$ cat config.mk
export PLATFORM = sky130hd
export DESIGN_NAME = clkloss_sync_ctrl
export DESIGN_NICKNAME = d
export VERILOG_FILES = /design/src/rtl/clkloss_pkg.sv /design/src/rtl/clkloss_lock_filter.sv /design/src/rtl/clkloss_fsm.sv /design/src/rtl/clkloss_sample_gate.sv /design/src/rtl/clkloss_sync_ctrl.sv
export SDC_FILE = /design/constraint.sdc
export NUM_CORES = 1
export LEC_CHECK = 0
export ABC_AREA = 0
export ABC_CLOCK_PERIOD_IN_PS = 2500
export BUFFER_PORTS_ARGS = -buffer_cell sky130_fd_sc_hd__buf_2
export CAP_MARGIN = 15
export CELL_PAD_IN_SITES_DETAIL_PLACEMENT = 0
export CELL_PAD_IN_SITES_GLOBAL_PLACEMENT = 1
export CORE_ASPECT_RATIO = 0.9
export CORE_MARGIN = 4
export CORE_UTILIZATION = 26
export CTS_CLUSTER_SIZE = 12
export DETAILED_ROUTE_END_ITERATION = 8
export HOLD_SLACK_MARGIN = 0.15
export MAX_ROUTING_LAYER = met4
export PLACE_DENSITY_LB_ADDON = 0.1
export SYNTH_ARGS = -nofsm -noshare
export SYNTH_HDL_FRONTEND = slang
export SYNTH_SLANG_ARGS = --single-unit
$ cat constraint.sdc
create_clock -name clk -period 2.5 [get_ports clk]
set_clock_uncertainty 0.15 [all_clocks]
set_input_delay 0.125 -clock clk [delete_from_list [all_inputs] [get_ports clk]]
set_output_delay 0.125 -clock clk [all_outputs]
set_load 0.005 [all_outputs]
$ cat src/rtl/clkloss_pkg.sv
package clkloss_pkg;

  typedef enum logic [1:0] {
    ST_RUN  = 2'd0,
    ST_LOST = 2'd1,
    ST_WAIT = 2'd2,
    ST_CAL  = 2'd3
  } sync_state_e;

  // both enables must be set for the hard-mute option to take hold
  function automatic logic hard_mute_active(input logic arm, input logic hm);
    return arm & hm;
  endfunction

  // bits needed to hold a count of 0..limit
  function automatic int unsigned count_width(input int unsigned limit);
    return (limit < 1) ? 1 : $clog2(limit + 1);
  endfunction

endpackage

$ cat src/rtl/clkloss_lock_filter.sv
module clkloss_lock_filter
  import clkloss_pkg::*;
#(
  parameter int unsigned STABLE_CYCLES = 1024
) (
  input  logic clk,
  input  logic rst_n,
  input  logic lock_i,
  output logic stable_o
);

  localparam int unsigned CNT_W = count_width(STABLE_CYCLES);
  localparam logic [CNT_W-1:0] LIMIT = CNT_W'(STABLE_CYCLES);

  logic [CNT_W-1:0] run_q;

  always_ff @(posedge clk or negedge rst_n) begin
    if (!rst_n) begin
      run_q <= '0;
    end else if (!lock_i) begin
      run_q <= '0;
    end else if (run_q != LIMIT) begin
      run_q <= run_q + CNT_W'(1);
    end
  end

  assign stable_o = (run_q == LIMIT);

endmodule

$ cat src/rtl/clkloss_fsm.sv
module clkloss_fsm
  import clkloss_pkg::*;
(
  input  logic clk,
  input  logic rst_n,
  input  logic lock_i,
  input  logic stable_i,
  input  logic cfg_arm_i,
  input  logic cfg_hard_mute_i,
  input  logic cal_done_i,
  output logic zero_sel_o,
  output logic cal_clear_o,
  output logic mute_o,
  output logic cal_req_o,
  output logic enter_lost_o,
  output logic release_o,
  output logic cal_finish_o
);

  sync_state_e state_q, state_d;
  logic        mute_q;
  logic        clear_q;

  always_comb begin
    state_d = state_q;
    unique case (state_q)
      ST_RUN:  if (!lock_i) state_d = ST_LOST;
      ST_LOST: if (lock_i)  state_d = ST_WAIT;
      ST_WAIT: if (stable_i && lock_i) state_d = mute_q ? ST_CAL : ST_RUN;
      ST_CAL: begin
        if (!lock_i)         state_d = ST_LOST;
        else if (cal_done_i) state_d = ST_RUN;
      end
      default: state_d = ST_WAIT;
    endcase
  end

  assign enter_lost_o = (state_d == ST_LOST) && (state_q != ST_LOST);
  assign release_o    = (state_q == ST_WAIT) && (state_d != ST_WAIT);
  assign cal_finish_o = (state_q == ST_CAL) && lock_i && cal_done_i;

  always_ff @(posedge clk or negedge rst_n) begin
    if (!rst_n) begin
      state_q <= ST_WAIT;
      mute_q  <= 1'b0;
      clear_q <= 1'b0;
    end else begin
      state_q <= state_d;
      clear_q <= enter_lost_o;
      if (enter_lost_o) begin
        mute_q <= mute_q | hard_mute_active(cfg_arm_i, cfg_hard_mute_i);
      end else if (cal_finish_o) begin
        mute_q <= 1'b0;
      end
    end
  end

  assign zero_sel_o  = (state_q == ST_LOST) || (state_q == ST_WAIT);
  assign cal_clear_o = clear_q;
  assign mute_o      = mute_q;
  assign cal_req_o   = (state_q == ST_CAL);

endmodule

$ cat src/rtl/clkloss_sample_gate.sv
module clkloss_sample_gate #(
  parameter int unsigned NUM_CH   = 2,
  parameter int unsigned SAMPLE_W = 24
) (
  input  logic                       zero_sel_i,
  input  logic [NUM_CH*SAMPLE_W-1:0] sample_i,
  output logic [NUM_CH*SAMPLE_W-1:0] sample_o
);

  for (genvar ch = 0; ch < NUM_CH; ch++) begin : g_ch
    assign sample_o[ch*SAMPLE_W +: SAMPLE_W] =
      zero_sel_i ? '0 : sample_i[ch*SAMPLE_W +: SAMPLE_W];
  end

endmodule

$ cat src/rtl/clkloss_sync_ctrl.sv
module clkloss_sync_ctrl
  import clkloss_pkg::*;
#(
  parameter int unsigned NUM_CH        = 2,
  parameter int unsigned SAMPLE_W      = 24,
  parameter int unsigned STABLE_CYCLES = 1024
) (
  input  logic                       clk,
  input  logic                       rst_n,
  input  logic                       lock_i,
  input  logic                       cfg_arm_i,
  input  logic                       cfg_hard_mute_i,
  input  logic                       cal_done_i,
  input  logic [NUM_CH*SAMPLE_W-1:0] sample_i,
  output logic [NUM_CH*SAMPLE_W-1:0] sample_o,
  output logic                       zero_sel_o,
  output logic                       cal_clear_o,
  output logic                       mute_o,
  output logic                       cal_req_o
);

  logic stable;
  logic enter_lost;
  logic release_ev;
  logic cal_finish;

  clkloss_lock_filter #(
    .STABLE_CYCLES(STABLE_CYCLES)
  ) u_filter (
    .clk     (clk),
    .rst_n   (rst_n),
    .lock_i  (lock_i),
    .stable_o(stable)
  );

  clkloss_fsm u_fsm (
    .clk            (clk),
    .rst_n          (rst_n),
    .lock_i         (lock_i),
    .stable_i       (stable),
    .cfg_arm_i      (cfg_arm_i),
    .cfg_hard_mute_i(cfg_hard_mute_i),
    .cal_done_i     (cal_done_i),
    .zero_sel_o     (zero_sel_o),
    .cal_clear_o    (cal_clear_o),
    .mute_o         (mute_o),
    .cal_req_o      (cal_req_o),
    .enter_lost_o   (enter_lost),
    .release_o      (release_ev),
    .cal_finish_o   (cal_finish)
  );

  clkloss_sample_gate #(
    .NUM_CH  (NUM_CH),
    .SAMPLE_W(SAMPLE_W)
  ) u_gate (
    .zero_sel_i(zero_sel_o),
    .sample_i  (sample_i),
    .sample_o  (sample_o)
  );

endmodule

* Word-level counts from Yosys, hierarchy flattened *
Index checks and enable logic that the tools add are counted.

cells by class
  reductions and logical operators = 7
  equality and inequality tests = 8
  multiplexer cells = 13
  bitwise logic cells = 2
  $add $sub $neg = 1

operators by type and width
  operator                                                                number
  24-bit 2-to-1 mux                                                       2
  11-bit 2-to-1 mux                                                       2
  2-bit 2-to-1 mux                                                        6
  11-bit by 1-bit adder with 11-bit output (second input constant)        1
  11-bit equality test (second input constant)                            1
  11-bit != test (second input constant)                                  1
  2-bit case mux with 4 select lines                                      1
  2-bit by 1-bit equality test with 1-bit output (second input constant)  2
  2-bit equality test (second input constant)                             2
  1-bit logical AND                                                       4
  2-bit by 1-bit != test with 1-bit output (second input constant)        2
  2-bit logical NOT                                                       1
  1-bit 2-to-1 mux                                                        2
  2-bit nonzero test                                                      1
  1-bit AND                                                               1
  1-bit logical OR                                                        1
  1-bit bitwise OR                                                        1

storage, ports and cells
  register bits = 15

* Longest topological paths before layout *
  word-level depth = 7
  mapped depth = 8
  gate-level depth less buffers = 8

* Cells and area by module *
A second synthesis with hierarchy kept.

second synthesis, totals
  cells, all modules = 150
  area total of the unflattened synthesis = 1266.2 sq um

modules (own cells, without submodules)
  module               instances  cells each  area an instance (sq um)  seq. area each (sq um)
  clkloss_lock_filter  1          60          586.8                     275.3
  clkloss_sample_gate  1          53          344.1                     0.0
  clkloss_fsm          1          37          335.3                     101.3

* Worst setup path before layout *
OpenSTA, ideal clock, no wires.

  kind = register to register
  start = register u_fsm.state_q[1]
  end = register u_fsm.mute_q (netlist: u_fsm.mute_o)
  path slack = 0.227 ns
  stages on the path, launching flop included = 9
  arrival = 2.002 ns
  buffers on the path = 0
  period minus slack after synthesis = 2.273 ns
  cell sequence = dfstp_2 inv_1 ha_1 a21oi_1 nor2_1 a221oi_1 and2_1 a2111oi_1 o22a_1

between the ends
  longest elaborated chain between the ends = 6
  elaborated cells on any way between the ends = 17
  those cells by class = eq/ne (5); mux (7); reduce/logical (5)

RTL lines
  element                                                 line               text
  from (decl)                                             clkloss_fsm.sv:20  sync_state_e state_q, state_d;
  from (signal assigned)                                  clkloss_fsm.sv:48  state_q <= state_d;
  2-bit 2-to-1 mux                                        clkloss_fsm.sv:32  else if (cal_done_i) state_d = ST_RUN;
  2-bit 2-to-1 mux                                        clkloss_fsm.sv:31  if (!lock_i) state_d = ST_LOST;
  2-bit case mux with 4 select lines                      clkloss_fsm.sv:26  unique case (state_q)
  2-bit by 1-bit equality test with 1-bit output          clkloss_fsm.sv:38  assign enter_lost_o = (state_d == ST_LOST) && (state_q != ST_LOST);
  1-bit logical AND                                       clkloss_fsm.sv:38
  1-bit 2-to-1 mux or 2-bit nonzero test (tied branches)  n/a
  to (signal assigned)                                    clkloss_fsm.sv:51  mute_q <= mute_q | hard_mute_active(cfg_arm_i, cfg_hard_mute_i);
  to (decl)                                               clkloss_fsm.sv:21  logic mute_q;

Several ways; a longest one is shown, not always the timed one.
A chain may end at the register's enable or synchronous reset.

* Final worst setup path *
  start = register u_fsm.state_q[0]
  end = register u_fsm.mute_q (netlist: u_fsm.mute_o)

between the ends
  elaborated cells on any way between the ends = 17
  those cells by class = eq/ne (5); mux (7); reduce/logical (5)

RTL lines
  element                                                 line
  2-bit equality test, or another cell as far along       clkloss_fsm.sv:26
  2-bit case mux with 4 select lines *                    clkloss_fsm.sv:26
  net u_fsm.state_d[1]                                    clkloss_fsm.sv:20
  2-bit by 1-bit equality test with 1-bit output *        clkloss_fsm.sv:38
  1-bit logical AND *                                     clkloss_fsm.sv:38
  1-bit 2-to-1 mux or 2-bit nonzero test (tied branches)  n/a

Mark *: on every way through the listed nets, which the timed path passes. The rest lies on a longest branch.

==> run_results.csv <==
group,metric,value,unit
synth,ys_types,34,
setup_path,worst-setup-path-type,"flop to flop",
global_routing,track_usage,12.8,%
cells_and_area,design_area,1940,µm²
detailed_routing,drc,0,
floorplan,io_pins,106,
outcome,status,"completed",
setup_path,critPathArrivalTime,2.24,ns
pwr,power-per-cell-area,954,nW/µm²
detailed_routing,antenna_left,0,
cells_and_area,nNetsFinal,315,
place,io_buffer_count,105,
worst_hold_path,hp-class,"input port to asynchronous set/reset pin",
synth,ys_seq_elements,15,
timing,slew_headroom,71.2,%
global_routing,grt_pass1_vias,1329,
clock_tree,htreeDepth,1,
floorplan,core_area,4600,µm²
setup_path,crit_path_start_kind,"flop",
timing,fmax,0.454,GHz
setup_path,rrSetupSlack,0.30,ns
pwr,vdd_drop_max,0.509,mV
global_routing,grt.overflow.total,0,
cells_and_area,n_fill_cell,479,
floorplan,fp.dieArea,6080,µm²
cells_and_area,multi_input_area,842,µm²
timing,slew_viol_final,0,
place,gp_congestion,0.799,
clock_tree,cts_setup_buffers,0,
timing,period_needed,2.20,ns
synth,yosysWarnings,0,
global_routing,antenna_found_initial,0,
clock_tree,cts_tree,"yes",
place,dpl_cell_area,1860,µm²
clock_tree,clk_pin_slew,0.06,ns
cells_and_area,seq_area,377,µm²
floorplan,initial_core_util,27.6,%
detailed_routing,vias_per_cell,4.25,
setup_path,cp-end-kind,"flop",
cells_and_area,syn_to_final_growth,52.3,%
global_routing,grt_pass1_wl,5940,µm
clock_tree,clk_path_buf_depth,2,
clock_tree,clk-insertion-delay-late,0.25,ns
detailed_routing,routed_wl,3760,µm
timing,hold_viol,0,
clock_tree,cts.hold.buffers_added,3,
clock_tree,cts_inserted_buffers,3,
floorplan,die_h,74.4,µm
global_routing,grt_max_degree,50,
timing,finalSetupViolCount,0,
timing,rsz0062_at_grt,"no",
timing,worstMarginPinSlew,0.433,ns
place,hpwl,3110,µm
synth,ys_seq_area_share,29.6,%
floorplan,die_x,81.7,µm
detailed_routing,drtIter0Drc,31,
setup_path,crit_fanout,6,
synth,synth_fp_nets,207,
cells_and_area,antennaDiodeCount,0,
setup_path,required,2.54,ns
synth,syn_area_per_cell,8.66,µm²
timing,finalSetupTns,0,ns
detailed_routing,routedWlPerCell,11.9,µm
synth,syn-cell-area,1270,µm²
floorplan,rows,23,
timing,fin_crit_sh,88.2,%
clock_tree,post_cts_resized,0,
clock_tree,clock-root-buffer,"clkbuf_8",
detailed_routing,num_vias,1342,
job,maxCapViolCount,0,
synth,syn-instance-count,147,
detailed_routing,first_pass_iters,4,
clock_tree,cts_sinks,15,
cells_and_area,drive_gt1_share,46.1,%
pwr,leakage,1.01,nW
## power by group
group / switching (mW) / leakage, nW / internal [mW]
Sequential: 0.0388 / 0.198 / 0.284
Clock: 0.0866 / 0.0228 / 0.113
Combinational: 0.722 / 0.789 / 0.605
## cell families (layout without fill, tap and decap cells)
kind of cell,Yosys count,count (layout),synth area share (%)
AND/OR/NAND/NOR,84,84,42.8
AO/OA/AOI/OAI,22,22,13.4
flip-flops,15,15,29.6
buffers and inverters,14,121,4.23
adder cells (fa/ha/maj),6,6,5.90
XOR/XNOR,6,6,4.13
## per-stage QoR
stage / total power [mW] / util, % / cells / hold slack (ns) / setup slack (ns)
global placement: 1.72 / 40.5 / 309 / -0.0991 / 0.370
global route: 2.05 / 42.1 / 316 / 0.214 / 0.153
finish: 1.85 / 42.1 / 316 / 0.170 / 0.295
CTS: 1.89 / 42.1 / 316 / 0.180 / 0.304
detailed placement: 1.68 / 40.5 / 309 / -0.0923 / 0.315
floorplan: 1.07 / - / 147 / -0.321 / 0.227
## critical path, cell delays in order (launching register included)
cell and delay, ns:
dfrtp_1 0.44, inv_1 0.13, ha_1 0.30, inv_1 0.08
o211a_1 0.21, a211o_2 0.37, a2111oi_1 0.30, o22a_1 0.18
## routing by layer
layer | share of wire (%) | global-route usage [%]
met1 | 42 | 16.3
met2 | 49 | 20.4
met3 | 7.4 | 2.54
met4 | 1.3 | 4.43
met5 | 0 | -
## cell type report
type / count / share of cell area (%)
flip-flops and latches: 15 / 19.4
repair buffers: 110 / 29.4
well taps: 62 / 4.00
clock buffers: 4 / 2.32
multi-input cells: 118 / 43.4
inverters: 7 / 1.36
## worst paths after layout
| kind | from | end | depth (start not counted) |
|---|---|---|---|
| max in group asynchronous | rst_n | u_fsm.state_q[1] | 2 |
| min in group clk | cfg_arm_i | u_fsm.mute_o | 4 |
| hold reg to reg | u_fsm.mute_o | u_fsm.mute_o | 1 |
| hold / removal | rst_n | u_filter.run_q[10] | 2 |
| setup / recovery | u_fsm.state_q[0] | u_fsm.mute_o | 7 |
| setup reg to reg | u_fsm.state_q[0] | u_fsm.mute_o | 7 |
## synth_stat cells, drive strengths merged
cell | count | area share [%]
nand4 | 1 | 0.98
buf | 1 | 0.39
xor2 | 1 | 0.69
dfstp | 1 | 2.1
dfrtp | 14 | 28
nor2 | 3 | 0.88
nand2 | 6 | 1.8
o211a | 1 | 0.79
and2 | 7 | 3.4
or2b | 1 | 0.59
or3 | 3 | 1.5
and3 | 2 | 0.98
nand3 | 6 | 2.4
a211o | 1 | 0.79
a221oi | 1 | 0.69
nor4b | 1 | 1.9
a2111oi | 2 | 3.0
o211ai | 1 | 0.59
nor4 | 1 | 1.7
xnor2 | 5 | 3.4
ha | 6 | 5.9
nand3b | 2 | 1.2
inv | 7 | 2.1
a21oi | 4 | 1.6
nor3b | 1 | 0.98
a21boi | 4 | 2.4
a211oi | 1 | 0.59
o22a | 1 | 0.69
clkbuf | 6 | 1.8
o21ai | 6 | 2.4
nor2b | 50 | 25
## layout by cell type (no fill, tap or decap), drive strengths merged, types with 5 or more instances in the layout
master	count
and2	7
buf	107
dfrtp	14
ha	6
inv	7
nand2	6
nand3	6
nor2b	50
o21ai	6
xnor2	5
## state kept, by name, summed over array words and instances (netlist names)
register	flops
u_fsm.state_q	2
u_fsm.cal_clear_o	1
u_fsm.mute_o	1
u_filter.run_q	11
(Power assumes the default switching activity.)
